**src/rtl/nvw_pkg.sv**
```systemverilog
package nvw_pkg;
  typedef enum logic [1:0] {
    OP_NONE     = 2'd0,
    OP_LOAD     = 2'd1,
    OP_COPY     = 2'd2,
    OP_COPY_ALL = 2'd3
  } nvw_op_e;
endpackage

```
**src/rtl/nvw_bank.sv**
```systemverilog
module nvw_bank #(
  parameter int NREGS     = 4,
  parameter int DW        = 6,
  parameter int INIT_WORD = 0
) (
  input  logic                     clk,
  input  logic                     rst,
  input  logic                     we,
  input  logic [$clog2(NREGS)-1:0] waddr,
  input  logic [DW-1:0]            wdata,
  input  logic [$clog2(NREGS)-1:0] raddr,
  output logic [DW-1:0]            rdata
);
  logic [DW-1:0] mem [NREGS];

  initial begin
    for (int i = 0; i < NREGS; i++) mem[i] = DW'(INIT_WORD);
  end

  always_ff @(posedge clk) begin
    if (we) mem[waddr] <= wdata;
  end

  // read-first: output register samples the old word on a colliding write
  always_ff @(posedge clk) begin
    if (rst) rdata <= '0;
    else     rdata <= mem[raddr];
  end
endmodule

```
**src/rtl/nvw_busy_timer.sv**
```systemverilog
module nvw_busy_timer #(
  parameter int CYCLES = 64
) (
  input  logic clk,
  input  logic rst,
  input  logic start,
  output logic busy
);
  localparam int CW = $clog2(CYCLES + 1);

  logic [CW-1:0] cnt_q;

  always_ff @(posedge clk) begin
    if (rst) begin
      busy  <= 1'b0;
      cnt_q <= '0;
    end else if (start) begin
      busy  <= 1'b1;
      cnt_q <= CW'(CYCLES - 1);
    end else if (busy) begin
      if (cnt_q == '0) busy <= 1'b0;
      else             cnt_q <= cnt_q - 1'b1;
    end
  end

  assert_busy_ends_at_zero_R6: assert property (@(posedge clk) disable iff (rst)
    $fell(busy) |-> $past(cnt_q) == '0);
endmodule

```
**src/rtl/nvw_cmd_latch.sv**
```systemverilog
module nvw_cmd_latch
  import nvw_pkg::*;
#(
  parameter int NPOTS = 4,
  parameter int NREGS = 4,
  parameter int DW    = 6
) (
  input  logic                     clk,
  input  logic                     rst,
  input  logic                     cs_n,
  input  logic                     cmd_valid,
  input  logic [1:0]               cmd_op,
  input  logic [$clog2(NPOTS)-1:0] cmd_pot,
  input  logic [$clog2(NREGS)-1:0] cmd_reg,
  input  logic [DW-1:0]            cmd_data,
  input  logic [NPOTS*DW-1:0]      wiper_vals,
  input  logic                     wp_n,
  input  logic                     busy,
  output logic                     commit,
  output logic [NPOTS-1:0]         we,
  output logic [$clog2(NREGS)-1:0] wr_reg,
  output logic [NPOTS*DW-1:0]      wr_data
);
  localparam int PW = $clog2(NPOTS);
  localparam int RW = $clog2(NREGS);

  logic              cs_n_q;
  logic              pend_v;
  nvw_op_e           pend_op;
  logic [PW-1:0]     pend_pot;
  logic [RW-1:0]     pend_reg;
  logic [NPOTS*DW-1:0] pend_word;
  logic              cs_rise;
  logic              capture;

  assign cs_rise = cs_n && !cs_n_q;
  assign capture = cmd_valid && !cs_n && !busy && (nvw_op_e'(cmd_op) != OP_NONE);

  always_ff @(posedge clk) begin
    if (rst) begin
      cs_n_q    <= 1'b1;
      pend_v    <= 1'b0;
      pend_op   <= OP_NONE;
      pend_pot  <= '0;
      pend_reg  <= '0;
      pend_word <= '0;
    end else begin
      cs_n_q <= cs_n;
      if (cs_rise) begin
        pend_v <= 1'b0;
      end else if (capture) begin
        pend_v   <= 1'b1;
        pend_op  <= nvw_op_e'(cmd_op);
        pend_pot <= cmd_pot;
        pend_reg <= cmd_reg;
        for (int p = 0; p < NPOTS; p++) begin
          pend_word[p*DW +: DW] <= (nvw_op_e'(cmd_op) == OP_LOAD) ?
                                   cmd_data : wiper_vals[p*DW +: DW];
        end
      end
    end
  end

  assign commit  = cs_rise && pend_v && wp_n && !busy;
  assign wr_reg  = pend_reg;
  assign wr_data = pend_word;

  for (genvar p = 0; p < NPOTS; p++) begin : g_we
    assign we[p] = commit && (pend_op == OP_COPY_ALL || pend_pot == PW'(p));
  end

  assert_reject_while_busy_R7: assert property (@(posedge clk) disable iff (rst)
    cmd_valid && !cs_n && busy && !pend_v |=> !pend_v);
endmodule

```
**src/rtl/nvw_store_seq.sv**
```systemverilog
module nvw_store_seq #(
  parameter int NPOTS       = 4,
  parameter int NREGS       = 4,
  parameter int DW          = 6,
  parameter int BUSY_CYCLES = 64,
  parameter int INIT_WORD   = 0
) (
  input  logic                     clk,
  input  logic                     rst,
  input  logic                     cs_n,
  input  logic                     cmd_valid,
  input  logic [1:0]               cmd_op,
  input  logic [$clog2(NPOTS)-1:0] cmd_pot,
  input  logic [$clog2(NREGS)-1:0] cmd_reg,
  input  logic [DW-1:0]            cmd_data,
  input  logic [NPOTS*DW-1:0]      wiper_vals,
  input  logic                     wp_n,
  input  logic [$clog2(NPOTS)-1:0] rd_pot,
  input  logic [$clog2(NREGS)-1:0] rd_reg,
  output logic [DW-1:0]            rd_data,
  output logic                     busy
);
  localparam int PW = $clog2(NPOTS);
  localparam int RW = $clog2(NREGS);

  logic                commit;
  logic [NPOTS-1:0]    we;
  logic [RW-1:0]       wr_reg;
  logic [NPOTS*DW-1:0] wr_data;
  logic [DW-1:0]       bank_q [NPOTS];
  logic [PW-1:0]       rd_pot_q;

  nvw_cmd_latch #(.NPOTS(NPOTS), .NREGS(NREGS), .DW(DW)) u_latch (
    .clk(clk), .rst(rst), .cs_n(cs_n), .cmd_valid(cmd_valid), .cmd_op(cmd_op),
    .cmd_pot(cmd_pot), .cmd_reg(cmd_reg), .cmd_data(cmd_data),
    .wiper_vals(wiper_vals), .wp_n(wp_n), .busy(busy),
    .commit(commit), .we(we), .wr_reg(wr_reg), .wr_data(wr_data)
  );

  nvw_busy_timer #(.CYCLES(BUSY_CYCLES)) u_timer (
    .clk(clk), .rst(rst), .start(commit), .busy(busy)
  );

  for (genvar p = 0; p < NPOTS; p++) begin : g_bank
    nvw_bank #(.NREGS(NREGS), .DW(DW), .INIT_WORD(INIT_WORD)) u_bank (
      .clk(clk), .rst(rst), .we(we[p]), .waddr(wr_reg),
      .wdata(wr_data[p*DW +: DW]), .raddr(rd_reg), .rdata(bank_q[p])
    );
  end

  always_ff @(posedge clk) begin
    if (rst) rd_pot_q <= '0;
    else     rd_pot_q <= rd_pot;
  end

  assign rd_data = bank_q[rd_pot_q];

  assert_commit_unprotected_R8: assert property (@(posedge clk) disable iff (rst)
    commit |-> wp_n);
  assert_commit_only_idle_R7: assert property (@(posedge clk) disable iff (rst)
    commit |-> !busy);
  assert_busy_from_commit_R6: assert property (@(posedge clk) disable iff (rst)
    $rose(busy) |-> $past(commit));
  assert_commit_on_cs_rise_R3: assert property (@(posedge clk) disable iff (rst)
    commit |-> cs_n);
endmodule

```
**config.mk**
```make
export PLATFORM = sky130hd
export DESIGN_NAME = nvw_store_seq
export DESIGN_NICKNAME = d
export VERILOG_FILES = /design/src/rtl/nvw_pkg.sv /design/src/rtl/nvw_bank.sv /design/src/rtl/nvw_busy_timer.sv /design/src/rtl/nvw_cmd_latch.sv /design/src/rtl/nvw_store_seq.sv
export SDC_FILE = /design/constraint.sdc
export NUM_CORES = 1
export LEC_CHECK = 0
export ABC_AREA = 1
export BUFFER_PORTS_ARGS = -buffer_cell sky130_fd_sc_hd__buf_2
export CAP_MARGIN = 25
export CORE_MARGIN = 2
export CORE_UTILIZATION = 24
export CTS_BUF_LIST = sky130_fd_sc_hd__clkbuf_4 sky130_fd_sc_hd__clkbuf_8
export DETAILED_ROUTE_END_ITERATION = 6
export PLACE_DENSITY_LB_ADDON = 0.25
export SYNTH_ARGS = -nofsm -noshare
export SYNTH_HDL_FRONTEND = slang
export SYNTH_SLANG_ARGS = --single-unit
```
**constraint.sdc**
```tcl
create_clock -name clk -period 2.25 [get_ports clk]
set_clock_uncertainty 0.1 [all_clocks]
set_input_delay 0.1125 -clock clk [delete_from_list [all_inputs] [get_ports clk]]
set_output_delay 0.1125 -clock clk [all_outputs]
set_load 0.03 [all_outputs]
```
# Word level (Yosys, flattened, before mapping)
# Memory sizes are Yosys's and may differ from the RTL's. A register that Yosys moved wholly into a read port is not among the register bits.
# Index checks and enable logic that the tools add are counted.
# totals
word_cells	73
ram_bits	96
n_memories	4
reg_bits	42
# classes
n_reduce_logical	27
n_addsub	1
bitwise	3
n_eq_ne	6
order_cmp	1
n_mux	21
# memory_table
memory	depth	word_bits	read_ports	rd_clocked_by_memory_dff	wr	line	rtl
g_bank[0].u_bank.mem	4	6	1	1	1	nvw_bank.sv:14	logic [DW-1:0] mem [NREGS];
g_bank[1].u_bank.mem	4	6	1	1	1	nvw_bank.sv:14	
g_bank[2].u_bank.mem	4	6	1	1	1	nvw_bank.sv:14	
g_bank[3].u_bank.mem	4	6	1	1	1	nvw_bank.sv:14	
# ops
cell	n
6-bit 2-to-1 mux	9
6-bit binary-select mux with 2-bit select	1
1-bit logical AND	11
1-bit 2-to-1 mux	11
7-bit logical NOT	1
7-bit by 1-bit subtractor with 7-bit output (second input constant)	1
2-bit equality test (second input constant)	3
2-bit AND reduction	3
2-bit by 1-bit equality test with 1-bit output (second input constant)	2
1-bit logical OR	4
2-bit nonzero test	2
2-bit OR reduction	2
3-bit >= comparator (second input constant)	1
1-bit logical NOT	3
2-bit inverter with 3-bit output	1
2-bit logical NOT	1
2-bit inequality test (second input constant)	1
1-bit inverter	2

# Logic depth before layout (Yosys ltp)
# Gate-level depths: netlist (run 1).
# logic_depth
word_depth	8
depth_mapped	9

# Cells and area by module
# From an unflattened synthesis (run 1), not the netlist that was laid out.
# hier_totals
hier_cells	849
area_unflattened_um2	7108.1
# by_module_without_submodules
mod	area_each_um2	instances	cells_per_inst
nvw_bank	1166.1	4	107
nvw_cmd_latch	1607.8	1	275
nvw_busy_timer	491.7	1	70
nvw_store_seq	344.1	1	76

# Worst setup path before layout (run 1)
# No wires, ideal clock.
# synth_path
path_kind	register to register
start	reg u_timer.busy
end	mem g_bank[0].u_bank.mem[0][0], enable pin
stages_incl_launch_ff	6
arrival_time_ns	1.255
required_time_ns	1.800
period_less_slack_ns	1.704
path_buffers	0
slack_ns	0.546
path_cell_list	dfxtp_1 nor2_1 nand3_1 inv_1 nand2_1 nor2_1
# synth_via
elab_chain_cells	5
# synth_lines
element	line	rtl
start: declaration	nvw_busy_timer.sv:7	output logic busy
start signal: assignment	nvw_busy_timer.sv:15	busy <= 1'b0;
start signal: assignment	nvw_busy_timer.sv:18	busy <= 1'b1;
start signal: assignment	nvw_busy_timer.sv:21	if (cnt_q == '0) busy <= 1'b0;
1-bit logical NOT	nvw_cmd_latch.sv:64	assign commit = cs_rise && pend_v && wp_n && !busy;
1-bit logical AND	nvw_cmd_latch.sv:64	
1-bit logical AND	nvw_cmd_latch.sv:69	assign we[p] = commit && (pend_op == OP_COPY_ALL || pend_pot == PW'(p));
1-bit 2-to-1 mux	nvw_bank.sv:21	if (we) mem[waddr] <= wdata;
1-bit 2-to-1 mux (implied by the code)	nvw_bank.sv:21	
end: declaration	nvw_bank.sv:14	
# No other way between the ends.

# Final worst setup path (run 1)
# layout_path
start	reg rd_pot_q[0]
end	out rd_data[1]
# layout_via
elab_chain_cells	4
# layout_lines
element	line	rtl
start: declaration	nvw_store_seq.sv:31	logic [PW-1:0] rd_pot_q;
start signal: assignment	nvw_store_seq.sv:53	else rd_pot_q <= rd_pot;
2-bit inverter with 3-bit output (implied by the code)	nvw_store_seq.sv:56	assign rd_data = bank_q[rd_pot_q];
6-bit binary-select mux with 2-bit select	nvw_store_seq.sv:56	
6-bit 2-to-1 mux (implied by the code) (2 in series)	nvw_store_seq.sv:56	
end: declaration	nvw_store_seq.sv:20	output logic [DW-1:0] rd_data,
# No other way between the ends. The select of a mux whose other input is x is not followed.

==> results of run 1 <==
[tightest hold or removal path: stages]
cell and delay, ns:
buf_2 0.09, nand2_1 0.14, nand2_1 0.07, nand2_1 0.06
a21oi_1 0.05
[power groups by stage]
stage	clock (mW)	sequential [mW]	combinational, mW
2_1_floorplan	0	3.27	0.287
3_3_place_gp	0	3.30	0.417
3_5_place_dp	0	3.30	0.414
4_1_cts	2.63	3.23	0.466
5_1_grt	2.75	3.24	0.516
6_report	2.56	3.23	0.462
[per-layer routing]
layer | part of all wire | vias to the layer above
li1 | - | 2392
met1 | 0.54 | 2159
met5 | 0 | -
met2 | 0.42 | 79
met3 | 0.036 | 7
met4 | 0.0047 | 0
[synthesized netlist by cell type]
cell type / n / area share
o22ai_1: 6 / 0.0058
nand4_1: 1 / 0.00097
nor2_2: 3 / 0.0029
buf_4: 3 / 0.0035
a21oi_2: 10 / 0.014
nand2_1: 101 / 0.059
inv_2: 1 / 0.00058
o21ai_0: 73 / 0.057
a211oi_2: 1 / 0.0019
o21ai_1: 21 / 0.016
nand2_4: 1 / 0.0017
nand2_2: 12 / 0.012
nand3b_1: 1 / 0.0012
dfxtp_1: 66 / 0.20
nor3_4: 1 / 0.0025
clkinv_4: 1 / 0.0014
nand3_1: 13 / 0.010
ha_1: 2 / 0.0039
buf_2: 10 / 0.0077
edfxtp_1: 96 / 0.45
buf_6: 2 / 0.0035
xor2_1: 1 / 0.0014
buf_8: 1 / 0.0023
nor2_1: 133 / 0.077
clkbuf_1: 18 / 0.010
a21oi_1: 52 / 0.040
inv_1: 23 / 0.013
clkbuf_2: 1 / 0.00077
[final cells by class]
class                      count  area [µm²]
fill                        2794       18700
sequential                   162        4200
multi-input combinational    432        1980
timing repair buffer         108         786
tap                          341         427
clock buffer                  20         269
clock inverter                12         228
inverter                      25        98.8
[worst max path at each step]
| stage | end | cells after the start |
|---|---|---|
| 5_1_grt | rd_data[1] | 4 |
| 4_1_cts | rd_data[1] | 4 |
| 3_5_place_dp | g_bank[3].u_bank.mem[3][3] | 5 |
| 3_3_place_gp | g_bank[3].u_bank.mem[3][1] | 5 |
| 2_1_floorplan | g_bank[0].u_bank.mem[0][0] | 5 |
| 6_report | rd_data[1] | 4 |
[logic make-up after synthesis]
kind of cell             Yosys count
XOR/XNOR                           1
flip-flops                       162
adder cells (fa/ha/maj)            2
buffers and inverters             60
AO/OA/AOI/OAI                    163
AND/OR/NAND/NOR                  266
==> results.md, run 1 <==
- Min-Delay Endpoint: u_latch.wr_data[16]
- Outcome: finished clean
- Gate power share: 0.074
- Sw Pwr: between 1 and 1.5 mW
- # hold bufs at CTS: 36
- Syn nets: 701
- Routed WL per cell: 14.6 µm
- Ant. Diodes: 0
- Post-Synth Adder-Cell Area: 0.00387
- Crit share post-route: 0.876
- RSZ-0062 raised after global routing: false
- Clock sink count: ~160
- CP Cell Sequence: inv_1, o21ai_0, o22ai_1, buf_2
- Largest family of logic cells by synthesized area: simple AND/OR/NAND/NOR gates
- Port bufs: 51
- Area grow syn2layout: 23.6%
- Largest reg by FF count: g_bank.u_bank.mem
- Mux contribution to synthesized area: 0
- Max FFs per register: 96
- Worst EP arrival: 1.76 ns
- Hold Crit Start: cmd_data[4]
- Design Power: approximately 6.3 mW
- Worst Path Required: roughly 2.0 ns
- Fin Setup TNS: 0 ns
- Inserted Clock Buffers: 17
- GR Util met1: 0.168
- Min Clock Period, post-route: slightly below 2 ns
- Startpoint Class: flip-flop
- GRT busiest layer: met2
- Slowest cell on crit path: dfxtp_1
- Initial Utilization: 0.242
- Crit path max-delay family: flip-flops
- Nets@finish: 793
- Most frequent cells in the layout: nor2_1, nand2_1, edfxtp_1
- Max_cap viols: 0
- Switching share of power: 0.221
- R2R Path End: g_bank[3].u_bank.mem[3][4]
- Worst Max-Slew Pin Slew: between 0.5 and 0.6 ns
- Critical path startpoint: rd_pot_q[0]
- Clock share of power: 0.409
- Compound-Gate Fraction of Synth Area: 0.134
- Row count: 60
- PwrDens: around 780 nW/µm²
- Netlist cell types: 28
- Critical Path End Type: output pin
- Worst slew margin: 0.614
- GRT overflow: 0
- Via count: 4637
- Reg-to-reg setup timing slack: about 0.48 ns
- Detail-routed via count per cell: ~4.2
- Antenna viol nets, final: 0
- Worst Slack Setup Final: 0.279 ns
- Vias in the first global route: between 4000 and 5000
- Most common cell after layout, fill and taps aside: nor2_1
- Largest net degree at the start of global routing: between 40 and 50
- Cells after DPL: approximately 1000
- GRT Total Usage: 0.115
- Gpl congestion: about 0.74
- Setup Buffers After CTS: 0
- Global-route wire length before repair: approximately 25000 µm
- Final setup viols: 0
- Clock Pin Slew Worst Setup and Hold Paths: 0.08 ns
- Final Hold Fails: 0
- Die Ht: between 150 and 200 µm
- Buf/Inv on CP: 2
- Placed cell areas: just over 7000 µm²
- Router iterations before antenna repair: 4
- DRC Markers: 0
- Cells after Synth: 654
- P_leak: 3.07 nW
- Final Max Tran Viols: 0
- Peak VDD IR: ~0.33 mV
- Longest Clk Path Bufs: 2
- Synthesized cell area: 6470 µm²
- Core Util, Final: 0.299
- Critical path type: flip-flop to output pin
- CTS resizes: 0
- Post-DP HPWL: between 10000 and 15000 µm
- H-tree depth: 4
- I/O pin cnt: 52
- Max frequency: a little over 0.5 GHz
- Post-synthesis average cell area: between 9 and 10 µm²
- Post-Synth Simple-Gate Area: 0.167
- Worst hold stages: 5
- M3 GR Usage: 0.0268
- 1st-iter DRT viols: ~260
- Total die area: between 20000 and 30000 µm²
- CTS tree: yes
- Die W: between 150 and 200 µm
- Power share of the sequential group: 0.517
- Final Instance Area: roughly 8000 µm²
- R2R depth: 5
- Top fanout value on the critical path: 13
- Delay of the slowest critical-path stage: roughly 0.56 ns
- Initial antenna violation count: 1
- Worst skew pair latency: about 0.45 ns
- XOR/XNOR Fraction of Synth Area: 0.00135
- WL final: approximately 16000 µm
- Layout Cells excl Fill: between 1000 and 1500
- CORE AREA: ~27000 µm²
- Root Buffer: clkbuf_8
- Final hold slack: between 0.03 and 0.04 ns
- Internal power: 4.87 mW
- Yosys Warn Count: 0
- Setup WS pre-CTS: 0.479 ns
- #FFs+latches synth: roughly 160
- Worst r2r src: u_timer.busy
- Grt met2 use: 0.171
- Hold crit path type: input pin to flip-flop
- Fraction of layout cells with a size suffix above 1: 0.175
- Register area share after synthesis: 0.650
Note: power is estimated with default switching activity, not from simulation.
==> inputs of run 2 (changes only) <==
ABC_AREA = not set   (was 1)
==> results.md, run 2 <==
- Outcome: finished clean
- Post-synthesis average cell area: 14.8 µm² (+49%)
- Row count: 59 (-1.7%)
- Largest area contributor in the netlist: edfxtp_1
- PwrDens: 770 nW/µm² (-1.6%)
- Inserted Clock Buffers: 17 (unchanged)
- Global-route wire length before repair: 23100 µm (-6.0%)
- Detail-routed via count per cell: 4.37 (+3.6%)
- I/O pin cnt: 52 (unchanged)
- Crit share post-route: 0.877 (+0.00143)
- Worst slew margin: 0.492 (-0.122)
- Min Clock Period, post-route: 1.97 ns (+0.00321 ns)
- Nets@finish: 561 (-29%)
- CTS resizes: 0 (unchanged)
- Startpoint Class: flip-flop
- Routed WL per cell: 17.1 µm (+17%)
- Die Ht: 165 µm (-1.6%)
- Top-count cell post-synth: edfxtp_1
- Post-synth EDFFs: 96 (unchanged)
- Setup Buffers After CTS: 0 (unchanged)
- Longest Clk Path Bufs: 2 (unchanged)
- WL final: 14700 µm (-8.1%)
- RSZ-0062 raised after global routing: false
- # hold bufs at CTS: 33 (-8.3%)
- Most common cell after layout, fill and taps aside: edfxtp_1
- Total die area: 27400 µm² (-3.2%)
- Most frequent cells in the layout: edfxtp_1, dfxtp_1, a21oi_1
- Max_cap viols: 0 (unchanged)
- Clock Pin Slew Worst Setup and Hold Paths: 0.09 ns (about the same)
- Die W: 165 µm (-1.6%)
- Initial antenna violation count: 0 (-1)
- Fraction of layout cells with a size suffix above 1: 0.260 (+0.0847)
- Clock sink count: 162 (unchanged)
- Critical Path End Type: output pin
- Gpl congestion: 0.721 (-2.6%)
- Port bufs: 51 (unchanged)
- Final hold slack: 0.105 ns (+0.0744 ns)
- Largest reg by FF count: g_bank.u_bank.mem
- Worst Path Required: 2.04 ns (about the same)
- Hold crit path type: input pin to flip-flop
- Netlist cell types: 44 (+57%)
- Syn nets: 471 (-33%)
- #FFs+latches synth: 162 (unchanged)
- Root Buffer: clkbuf_8
- P_leak: 2.66 nW (-13%)
- Final setup viols: 0 (unchanged)
- DRC Markers: 0 (unchanged)
- Post-synth top cells: edfxtp_1, dfxtp_1, a21oi_1
- Critical path type: flip-flop to output pin
- Final Max Tran Viols: 0 (unchanged)
- GRT overflow: 0 (unchanged)
- Largest net degree at the start of global routing: 39 (-20%)
- Share of the synthesized area in the top cell type: 0.461 (+0.0151)
- Area contributors post-synth: edfxtp_1, dfxtp_1, mux4_2
- Worst Max-Slew Pin Slew: 0.762 ns (+0.183 ns)
- Fin Setup TNS: 0 ns (unchanged)
- Post-DP HPWL: 10700 µm (-2.4%)
- Register area share after synthesis: 0.672 (+0.0220)
- Initial Utilization: 0.242 (about the same)
- Worst skew pair latency: 0.44 ns (about the same)
- Router iterations before antenna repair: 4 (unchanged)
- Via count: 3763 (-19%)
- Cells after Synth: 424 (-35%)
- Yosys Warn Count: 0 (unchanged)
- Max FFs per register: 96 (unchanged)
- 1st-iter DRT viols: 161 (-37%)
- GRT Total Usage: 0.115 (about the same)
- Asr flop ratio synth: 0 (unchanged)
- CTS tree: yes
- Ant. Diodes: 0 (unchanged)
- H-tree depth: 4 (unchanged)
- Top fanout value on the critical path: 6 (-7)
- Area grow syn2layout: 22.8%
- Max frequency: 0.507 GHz (-0.16%)
- CORE AREA: 25800 µm² (-3.3%)
- Peak VDD IR: 0.489 mV (+49%)
- Design Power: 5.91 mW (-5.5%)
- Final Hold Fails: 0 (unchanged)
- Vias in the first global route: 3864 (-13%)
- Synthesized cell area: 6250 µm² (-3.3%)
- Worst EP arrival: 1.76 ns (about the same)
- Most common flop cell mapped by yosys: edfxtp_1
- Antenna viol nets, final: 0 (unchanged)
==> run 2: cell count changes in the layout (fill, tap and decap cells not counted), moves of 8 or more <==
cell	delta
nand2_1	-94
o21ai_0	-65
mux4_2	+30
nor2b_1	+30
a211oi_1	+24
nor2_1	-120
nand2_2	-12
a21oi_2	-10
nand3_1	-8
inv_1	-18
o21ai_1	-21
==> run 2: area by class of cell <==
| cell class | count | area (µm²) |
|---|---|---|
| clock buffer | 17 | 234 |
| clock inverter | 15 | 178 |
| fill | 2609 | 18200 |
| inverter | 5 | 18.8 |
| multi-input combinational | 229 | 1900 |
| sequential | 162 | 4200 |
| tap | 335 | 419 |
| timing repair buffer | 99 | 723 |
==> run 2: final timing paths <==
| check | start | endpoint | slack, ns | cells after the start |
|---|---|---|---|---|
| min | wp_n | u_timer.cnt_q[6] | 0.10 | 3 |
| max reg2reg | u_timer.busy | g_bank[1].u_bank.mem[0][0] | 0.31 | 4 |
| min reg2reg | u_latch.pend_op[0] | u_latch.pend_op[0] | 0.40 | 2 |
| max | rd_pot_q[0] | rd_data[5] | 0.28 | 2 |
==> run 2: metal layers <==
metal,global-route usage,wire [µm],vias up
met5,0,0,-
met4,0.0317,173,0
met3,0.0312,738,11
met2,0.176,6640,85
met1,0.161,7160,1847
li1,-,-,1820
==> run 2: where the power goes <==
part | internal (mW) | leakage [nW] | switching [mW]
combinational | 0.216 | 0.979 | 0.223
clock | 1.11 | 0.216 | 1.09
sequential | 3.20 | 1.47 | 0.0671
==> run 2: logic make-up after synthesis <==
kind of cell,count (synthesis),share of synthesized area
buf+inv,33,0.0244
fa+ha+maj,2,0.00400
simple gates,90,0.0882
compound gates,105,0.100
flops,162,0.672
mux,32,0.111
==> run 2: through the flow <==
step	cell area [µm²]	util	cells	worst slack, ns
after floorplan	6250	-	424	0.0481
after global placement	6940	0.269	797	0.359
after detailed placement	6940	0.269	797	0.356
after CTS	7680	0.297	862	0.204
after global routing	7680	0.297	862	0.122
final	7680	0.297	862	0.276
==> run 2: critical path, stage by stage (launching register included) <==
cell     delay (ns)
dfxtp_1        0.56
mux4_2         0.57
buf_2          0.20
